<file path="src/rtl/txq_pkg.sv">
package txq_pkg;
  typedef enum logic [1:0] {
    ST_HALT  = 2'd0,
    ST_ARMED = 2'd1,
    ST_SEND  = 2'd2
  } launch_state_e;
endpackage

</file>
<file path="src/rtl/txq_fill_judge.sv">
// Decides whether the queued packet is ready to launch, from fill level,
// end-of-packet presence and the store-and-forward mode.
module txq_fill_judge #(
  parameter int CNT_W    = 12,
  parameter int CODE_W   = 2,
  parameter int BASE_THR = 128
) (
  input  logic [CNT_W-1:0]  fifo_bytes,
  input  logic              eop_written,
  input  logic [CODE_W-1:0] thr_sel,
  input  logic              sf_mode,
  output logic              ready
);
  localparam int LEVELS = 2 ** CODE_W;

  logic [LEVELS-1:0] hit;

  // One comparator per selectable level; the code picks one of them.
  for (genvar i = 0; i < LEVELS; i++) begin : g_level
    localparam int LVL = BASE_THR << i;
    assign hit[i] = (fifo_bytes >= CNT_W'(LVL));
  end

  always_comb begin
    if (sf_mode) ready = eop_written;
    else         ready = eop_written | hit[thr_sel];
  end
endmodule

</file>
<file path="src/rtl/txq_fault_latch.sv">
// Sticky fault flag, write-one-to-clear; a fault in the clear cycle wins.
module txq_fault_latch (
  input  logic clk,
  input  logic rst,
  input  logic set_evt,
  input  logic clr_req,
  output logic flag
);
  always_ff @(posedge clk) begin
    if (rst)          flag <= 1'b0;
    else if (set_evt) flag <= 1'b1;
    else if (clr_req) flag <= 1'b0;
  end

  a_r9_sticky: assert property (@(posedge clk) disable iff (rst)
    (flag && !clr_req) |=> flag);
  a_r9_clear: assert property (@(posedge clk) disable iff (rst)
    (clr_req && !set_evt) |=> !flag);
endmodule

</file>
<file path="src/rtl/txq_launch_fsm.sv">
// Halt / armed / sending sequencer with registered launch and halt outputs.
module txq_launch_fsm
  import txq_pkg::*;
(
  input  logic clk,
  input  logic rst,
  input  logic run_en,
  input  logic poll_req,
  input  logic pkt_avail,
  input  logic ready,
  input  logic tx_busy,
  input  logic tx_done,
  input  logic fifo_empty,
  input  logic jabber_to,
  output logic tx_start,
  output logic halted,
  output logic uflow_evt,
  output logic jab_evt
);
  launch_state_e state_q, state_d;
  logic          launch;

  always_comb begin
    jab_evt   = (state_q != ST_HALT) && jabber_to;
    uflow_evt = (state_q == ST_SEND) && fifo_empty && !tx_done && !jabber_to;
    launch    = 1'b0;
    state_d   = state_q;
    unique case (state_q)
      ST_HALT: begin
        if (run_en && poll_req && pkt_avail) state_d = ST_ARMED;
      end
      ST_ARMED: begin
        if (jab_evt)                   state_d = ST_HALT;
        else if (!run_en)              state_d = ST_HALT;
        else if (ready && !tx_busy) begin
          state_d = ST_SEND;
          launch  = 1'b1;
        end
      end
      ST_SEND: begin
        if (jab_evt || uflow_evt)      state_d = ST_HALT;
        else if (tx_done)              state_d = run_en ? ST_ARMED : ST_HALT;
      end
      default:                         state_d = ST_HALT;
    endcase
  end

  always_ff @(posedge clk) begin
    if (rst) begin
      state_q  <= ST_HALT;
      tx_start <= 1'b0;
      halted   <= 1'b1;
    end else begin
      state_q  <= state_d;
      tx_start <= launch;
      halted   <= (state_d == ST_HALT);
    end
  end

  a_r6_single_pulse: assert property (@(posedge clk) disable iff (rst)
    tx_start |=> !tx_start);
  a_r6_not_busy: assert property (@(posedge clk) disable iff (rst)
    tx_start |-> $past(!tx_busy && run_en));
  a_r2_restart_needs_poll: assert property (@(posedge clk) disable iff (rst)
    $fell(halted) |-> $past(run_en && poll_req));
  a_r8_jabber_halts: assert property (@(posedge clk) disable iff (rst)
    (jabber_to && !halted) |=> halted);
endmodule

</file>
<file path="src/rtl/txq_launch_ctrl.sv">
// Transmit start threshold controller (top).
module txq_launch_ctrl #(
  parameter int FIFO_BYTES = 2048,
  parameter int CODE_W     = 2,
  parameter int BASE_THR   = 128,
  localparam int CNT_W     = $clog2(FIFO_BYTES + 1)
) (
  input  logic              clk,
  input  logic              rst,
  input  logic [CNT_W-1:0]  fifo_bytes,
  input  logic              eop_written,
  input  logic [CODE_W-1:0] thr_sel,
  input  logic              sf_mode,
  input  logic              run_en,
  input  logic              poll_req,
  input  logic              tx_busy,
  input  logic              tx_done,
  input  logic              fifo_empty,
  input  logic              jabber_to,
  input  logic              clr_underflow,
  input  logic              clr_jabber,
  output logic              tx_start,
  output logic              halted,
  output logic              underflow_err,
  output logic              jabber_err
);
  logic ready, pkt_avail, uflow_evt, jab_evt;

  assign pkt_avail = (fifo_bytes != '0) || eop_written;

  txq_fill_judge #(.CNT_W(CNT_W), .CODE_W(CODE_W), .BASE_THR(BASE_THR)) u_judge (
    .fifo_bytes (fifo_bytes),
    .eop_written(eop_written),
    .thr_sel    (thr_sel),
    .sf_mode    (sf_mode),
    .ready      (ready)
  );

  txq_launch_fsm u_fsm (
    .clk       (clk),
    .rst       (rst),
    .run_en    (run_en),
    .poll_req  (poll_req),
    .pkt_avail (pkt_avail),
    .ready     (ready),
    .tx_busy   (tx_busy),
    .tx_done   (tx_done),
    .fifo_empty(fifo_empty),
    .jabber_to (jabber_to),
    .tx_start  (tx_start),
    .halted    (halted),
    .uflow_evt (uflow_evt),
    .jab_evt   (jab_evt)
  );

  txq_fault_latch u_uflow (
    .clk(clk), .rst(rst), .set_evt(uflow_evt), .clr_req(clr_underflow), .flag(underflow_err)
  );

  txq_fault_latch u_jab (
    .clk(clk), .rst(rst), .set_evt(jab_evt), .clr_req(clr_jabber), .flag(jabber_err)
  );

  a_r7_underflow_halts: assert property (@(posedge clk) disable iff (rst)
    $rose(underflow_err) |-> halted);
  a_r5_sf_waits_eop: assert property (@(posedge clk) disable iff (rst)
    tx_start |-> $past(!sf_mode || eop_written));
  a_r3_level_or_eop: assert property (@(posedge clk) disable iff (rst)
    tx_start |-> $past(eop_written || fifo_bytes >= CNT_W'(BASE_THR)));
endmodule

</file>
<file path="config.mk">
export PLATFORM = sky130hd
export DESIGN_NAME = txq_launch_ctrl
export DESIGN_NICKNAME = d
export VERILOG_FILES = /design/src/rtl/txq_pkg.sv /design/src/rtl/txq_fill_judge.sv /design/src/rtl/txq_fault_latch.sv /design/src/rtl/txq_launch_fsm.sv /design/src/rtl/txq_launch_ctrl.sv
export SDC_FILE = /design/constraint.sdc
export NUM_CORES = 1
export LEC_CHECK = 0
export ABC_AREA = 1
export BUFFER_PORTS_ARGS = -buffer_cell sky130_fd_sc_hd__buf_4
export CAP_MARGIN = 20
export CORE_AREA = 2 2 39 41
export CTS_BUF_LIST = sky130_fd_sc_hd__clkbuf_8
export DETAILED_ROUTE_END_ITERATION = 8
export DIE_AREA = 0 0 41 43
export PLACE_DENSITY = 0.75
export RECOVER_POWER = 50
export SLEW_MARGIN = 5
export SYNTH_ARGS = -nofsm -noshare
export SYNTH_HDL_FRONTEND = slang
export SYNTH_SLANG_ARGS = --single-unit
</file>
<file path="constraint.sdc">
create_clock -name clk -period 0.9 [get_ports clk]
set_input_delay 0 -clock clk [delete_from_list [all_inputs] [get_ports clk]]
set_output_delay 0 -clock clk [all_outputs]
set_load 0.03 [all_outputs]
</file>
-- Word level (Yosys, flattened, before mapping)
Index checks and enable logic that the tools add are counted.
- bits in registers: 6
- bits in latches: 0
- memory bits (writable): 0
- memory bits (read-only): 0
- bits of input ports: 26
- output and inout bits: 4
- word-level logic and storage cells: 50
- memories kept: 0
- add/subtract/negate cells: 0
- multipliers: 0
- div/mod/pow operators: 0
- order comparisons: 5
- equality and inequality tests: 2
- shift operators: 0
- multiplexer cells: 16
- bitwise gates (word level): 3
- reduce and logical (&&, ||, !) cells: 19
- operator list (kind ; number):
    12-bit by 10-bit >= comparator with 1-bit output (second input constant) ; 1
    12-bit by 11-bit >= comparator with 1-bit output (second input constant) ; 1
    12-bit by 8-bit >= comparator with 1-bit output (second input constant) ; 1
    12-bit by 9-bit >= comparator with 1-bit output (second input constant) ; 1
    2-bit two-way mux ; 6
    12-bit nonzero test ; 1
    1-bit two-way mux ; 8
    1-bit logical AND ; 7
    2-bit one-hot mux with 3 select lines ; 1
    2-bit nonzero test ; 3
    2-bit zero test ; 2
    4-bit OR reduction ; 1
    1-bit zero test ; 3
    2-bit by 3-bit < comparator with 1-bit output (second input constant) ; 1
    1-bit binary-select mux with 2-bit select ; 1
    2-bit by 1-bit == test with 1-bit output (second input constant) ; 1
    2-bit == test (second input constant) ; 1
    1-bit logical OR ; 2
    1-bit NOT ; 2
    1-bit OR ; 1

-- Depth between registers and ports, before layout
- word-level depth: 11
- gate-level depth with buffers: 9
- gate-level depth less buffers: 9

-- Cells and area by module
Synthesis repeated with hierarchy kept, for this count alone.
- cells, all modules: 74
- area, all modules: 410.4 µm²
- modules (own cells, without submodules) (module ; instances ; cells an instance ; area an instance (µm²) ; seq. area each (µm²)):
    txq_launch_fsm ; 1 ; 36 ; 220.2 ; 80.1
    txq_fault_latch ; 2 ; 5 ; 40.0 ; 20.0
    txq_fill_judge ; 1 ; 15 ; 58.8 ; 0.0
    txq_launch_ctrl ; 1 ; 13 ; 51.3 ; 0.0

-- Least setup slack after synthesis
OpenSTA, ideal clock, no wires.
- kind: register to register
- start point: reg u_fsm.state_q[0]
- end point: reg u_fsm.halted
- data arrival time: 0.900 ns
- data required time: 0.780 ns
- slack: -0.120 ns
- cell stages (with the launch flop): 6
- clock period less this slack: 1.020 ns
- path through: dfxtp_1 inv_1 nor4_2 nand3_2 nand2_1 o21bai_2
- cells in the longest elaborated chain, start to end: 8
- RTL lines (element ; line ; source):
    from (decl) ; txq_launch_fsm.sv:20 ; launch_state_e state_q, state_d;
    from (signal assigned) ; txq_launch_fsm.sv:54 ; state_q <= state_d;
    2-bit == test ; txq_launch_fsm.sv:25, txq_launch_fsm.sv:28 ;
    1-bit logical AND (3 in a row) ; txq_launch_fsm.sv:25 ; uflow_evt = (state_q == ST_SEND) && fifo_empty && !tx_done && !jabber_to;
    1-bit logical OR ; txq_launch_fsm.sv:41 ; if (jab_evt || uflow_evt) state_d = ST_HALT;
    2-bit two-way mux ; txq_launch_fsm.sv:41 ;
    2-bit one-hot mux with 3 select lines * ; txq_launch_fsm.sv:28 ; unique case (state_q)
    2-bit zero test * ; txq_launch_fsm.sv:56 ; halted <= (state_d == ST_HALT);
    to (signal assigned) ; txq_launch_fsm.sv:56 ;
    to (decl) ; txq_launch_fsm.sv:16 ; output logic halted,
Every way passes the cells marked *; elsewhere a longest branch is shown, timed or not.
A chain may end at the register's enable or synchronous reset.

-- Worst setup path in the final report
Same ends and word-level chain as after synthesis.

==> impl_results.md <==
- Status: complete, but fails checks
- Failing checks: setup timing
- Yosys warns: 0
- Routed Antenna Nets: 0
- Initial antenna violation count: 0
- Die height: 43 µm
- Post-synth cell types: 15
- Total number of vias: 476
- Placed Instances: 105
- Fin crit share: 1.148
- Final hold vios: 0
- Die X: 41 µm
- Layout Skew: 0.002884 ns
- Syn-to-layout area delta: 86.27%
- Worst-path clk slew: 0.04 ns
- Total Routing Usage GR: 0.1497
- CP arrival: 1.14 ns
- Worst Setup Start Kind: flip-flop
- Final HPWL DP: 887.6 µm
- IO Pins: 30
- Vias in the first global route: 506
- Die Footprint: 0.001763 mm²
- Max-cap viol count: 0
- PwrDens: 1178 mW/mm²
- Worst Tran Pin Value: 0.2315 ns
- PortBufs: 29
- Unrepaired setup endpoints after global routing: true
- Drc violations: 0
- CTS Root Cell: clkbuf_8
- Largest net degree at the start of global routing: 7
- Number of CTS-inserted buffers: 3
- Met2 Routed Length: 566 µm
- GP Congestion: 0.8306
- Max VDD drop: 0.7616 mV
- Slew headroom: 0.8445
- Top routing layer used: met3
- Initial core utilization: 0.2767
- Max Freq: 967.6 MHz
- Worst min path class: primary input to flip-flop
- Tmin final: 1.033 ns
- Max Root-Sink Buffers: 2
- First-pass GRT wire length: 1.800 mm
- Yosys top cell area share: 0.3137
- Total global routing overflow: 0
- Setup TNS: -0.3243 ns
- H-tree Lvls: 1
- Critical Path Sink Type: flip-flop
- Synth Area per Inst: 6.489 µm²
- R2R Setup Slk: -0.13 ns
- CP required: 1.01 ns
- Pleak: 0.3560 nW
- Clock Sinks: 6
- Vias per cell: 4.367
- Seq/Total Area, Yosys: 0.3137
- Final-report setup violation count: 5
- Non-filler instance count after layout: 109
- Post-synthesis register bit count: 6
- Number of DRC markers in iteration 0: 2
- Post-Syn Area: 382.9 µm²
- Post-Syn Instances: 59
- Area leader, netlist: dfxtp_1
- Layout Utilization: 0.5154
- Syn Nets: 85
- Clock Latency Late Sink: 0.22 ns
- Crit Path Class: flip-flop to flip-flop
- ANT cells: 0
- Setup WS post-layout: -0.1334 ns
- Post-Route WL: 1.067 mm
- Wl on met1: 423 µm
- Final Net Count: 121
- Hold Slack: 0.03431 ns
- Row cnt: 14
- Final Max Tran Viols: 0
- TritonRoute pass-1 iters: 2
- Crit path max fanout: 3
- Core region area: 0.001384 mm²
- CTS tree: built
- Layout cells sized above 1: 0.5054
- Routed len/inst: 9.789 µm
- Largest cells by area after synthesis: dfxtp_1, nand2_1, inv_1
- Met3 Wirelength: 77 µm
critical path, stage by stage (launching register included):
cell      delay (ns)
dfxtp_4         0.35
nor2_1          0.10
nand3_1         0.06
o21bai_1        0.15
nand2_1         0.06
inv_1           0.05
nand2_1         0.08
o21bai_2        0.07
stage by stage:
step | total power [mW] | cell area, µm² | setup WS (ns)
after global placement | 0.4465 | 638.1 | -0.1468
final | 0.8400 | 713.2 | -0.1334
after global routing | 0.8835 | 713.2 | -0.2161
after floorplan | 0.3398 | 392.9 | -0.1176
after detailed placement | 0.4495 | 638.1 | -0.2021
after CTS | 0.8502 | 693.2 | -0.1295
routing by layer:
metal,vias to the layer above,GRT usage
met5,-,0
met4,0,0.03333
met3,0,0.07853
met2,12,0.2469
met1,210,0.1613
li1,254,-
area by class of cell:
cell class,count,area (µm²)
Timing Repair Buffer,31,230.2
Clock buffer,3,41.29
Inverter,13,52.55
Tap cell,16,20.02
Fill cell,143,670.6
Multi-Input combinational cell,40,241.5
Sequential cell,6,127.6
flip-flops by register name, summed over array words and instances, names as in the netlist:
name and flops:
u_fsm.state_q 2, u_fsm.halted 1, u_uflow.flag 1, u_jab.flag 1, u_fsm.tx_start 1
logic make-up (layout without fill, tap and decap cells):
group / after synthesis / after routing / synth area share
AOI/OAI and AO/OA: 8 / 8 / 0.1340
buffers and inverters: 13 / 47 / 0.1307
DFF: 6 / 6 / 0.3137
and+or+nand+nor: 32 / 32 / 0.4216
layout by cell type, fill, tap and decap left out, drive strengths merged, types with 3 or more instances in the layout:
cell type,n
dfxtp,6
buf,28
nand3,5
a21oi,4
nor2,10
nand2,13
o21bai,3
inv,12
clkbuf,5
where the power goes:
group	internal, mW	switching [mW]
Sequential	0.270	0.00475
Clock	0.286	0.105
Combinational	0.101	0.0724
Total	0.657	0.183
worst paths after layout:
kind,cells past startpoint,endpoint,start
worst max-delay path,7,u_fsm.halted,u_fsm.state_q[0]
worst min-delay path,4,u_jab.flag,clr_jabber
worst max register to register,7,u_fsm.halted,u_fsm.state_q[0]
worst min register to register,2,u_jab.flag,u_jab.flag
synthesized netlist by cell type (all sizes together):
cell      number
a21oi          4
clkinvlp       1
dfxtp          6
inv           12
nand2         13
nand3          5
nand4          2
nor2          10
nor4           2
o21ai          1
o21bai         3
repair_timing:
item | CTS | global route
endpoints found under the setup margin | 5 | 5
buffers inserted | 0 | 0
pin swaps | 3 | 2
endpoints found under the hold margin | 5 | 0
gates resized for setup | 2 | 7
hold buffers | 1 | 0
Power figures use the tool's default switching activity.
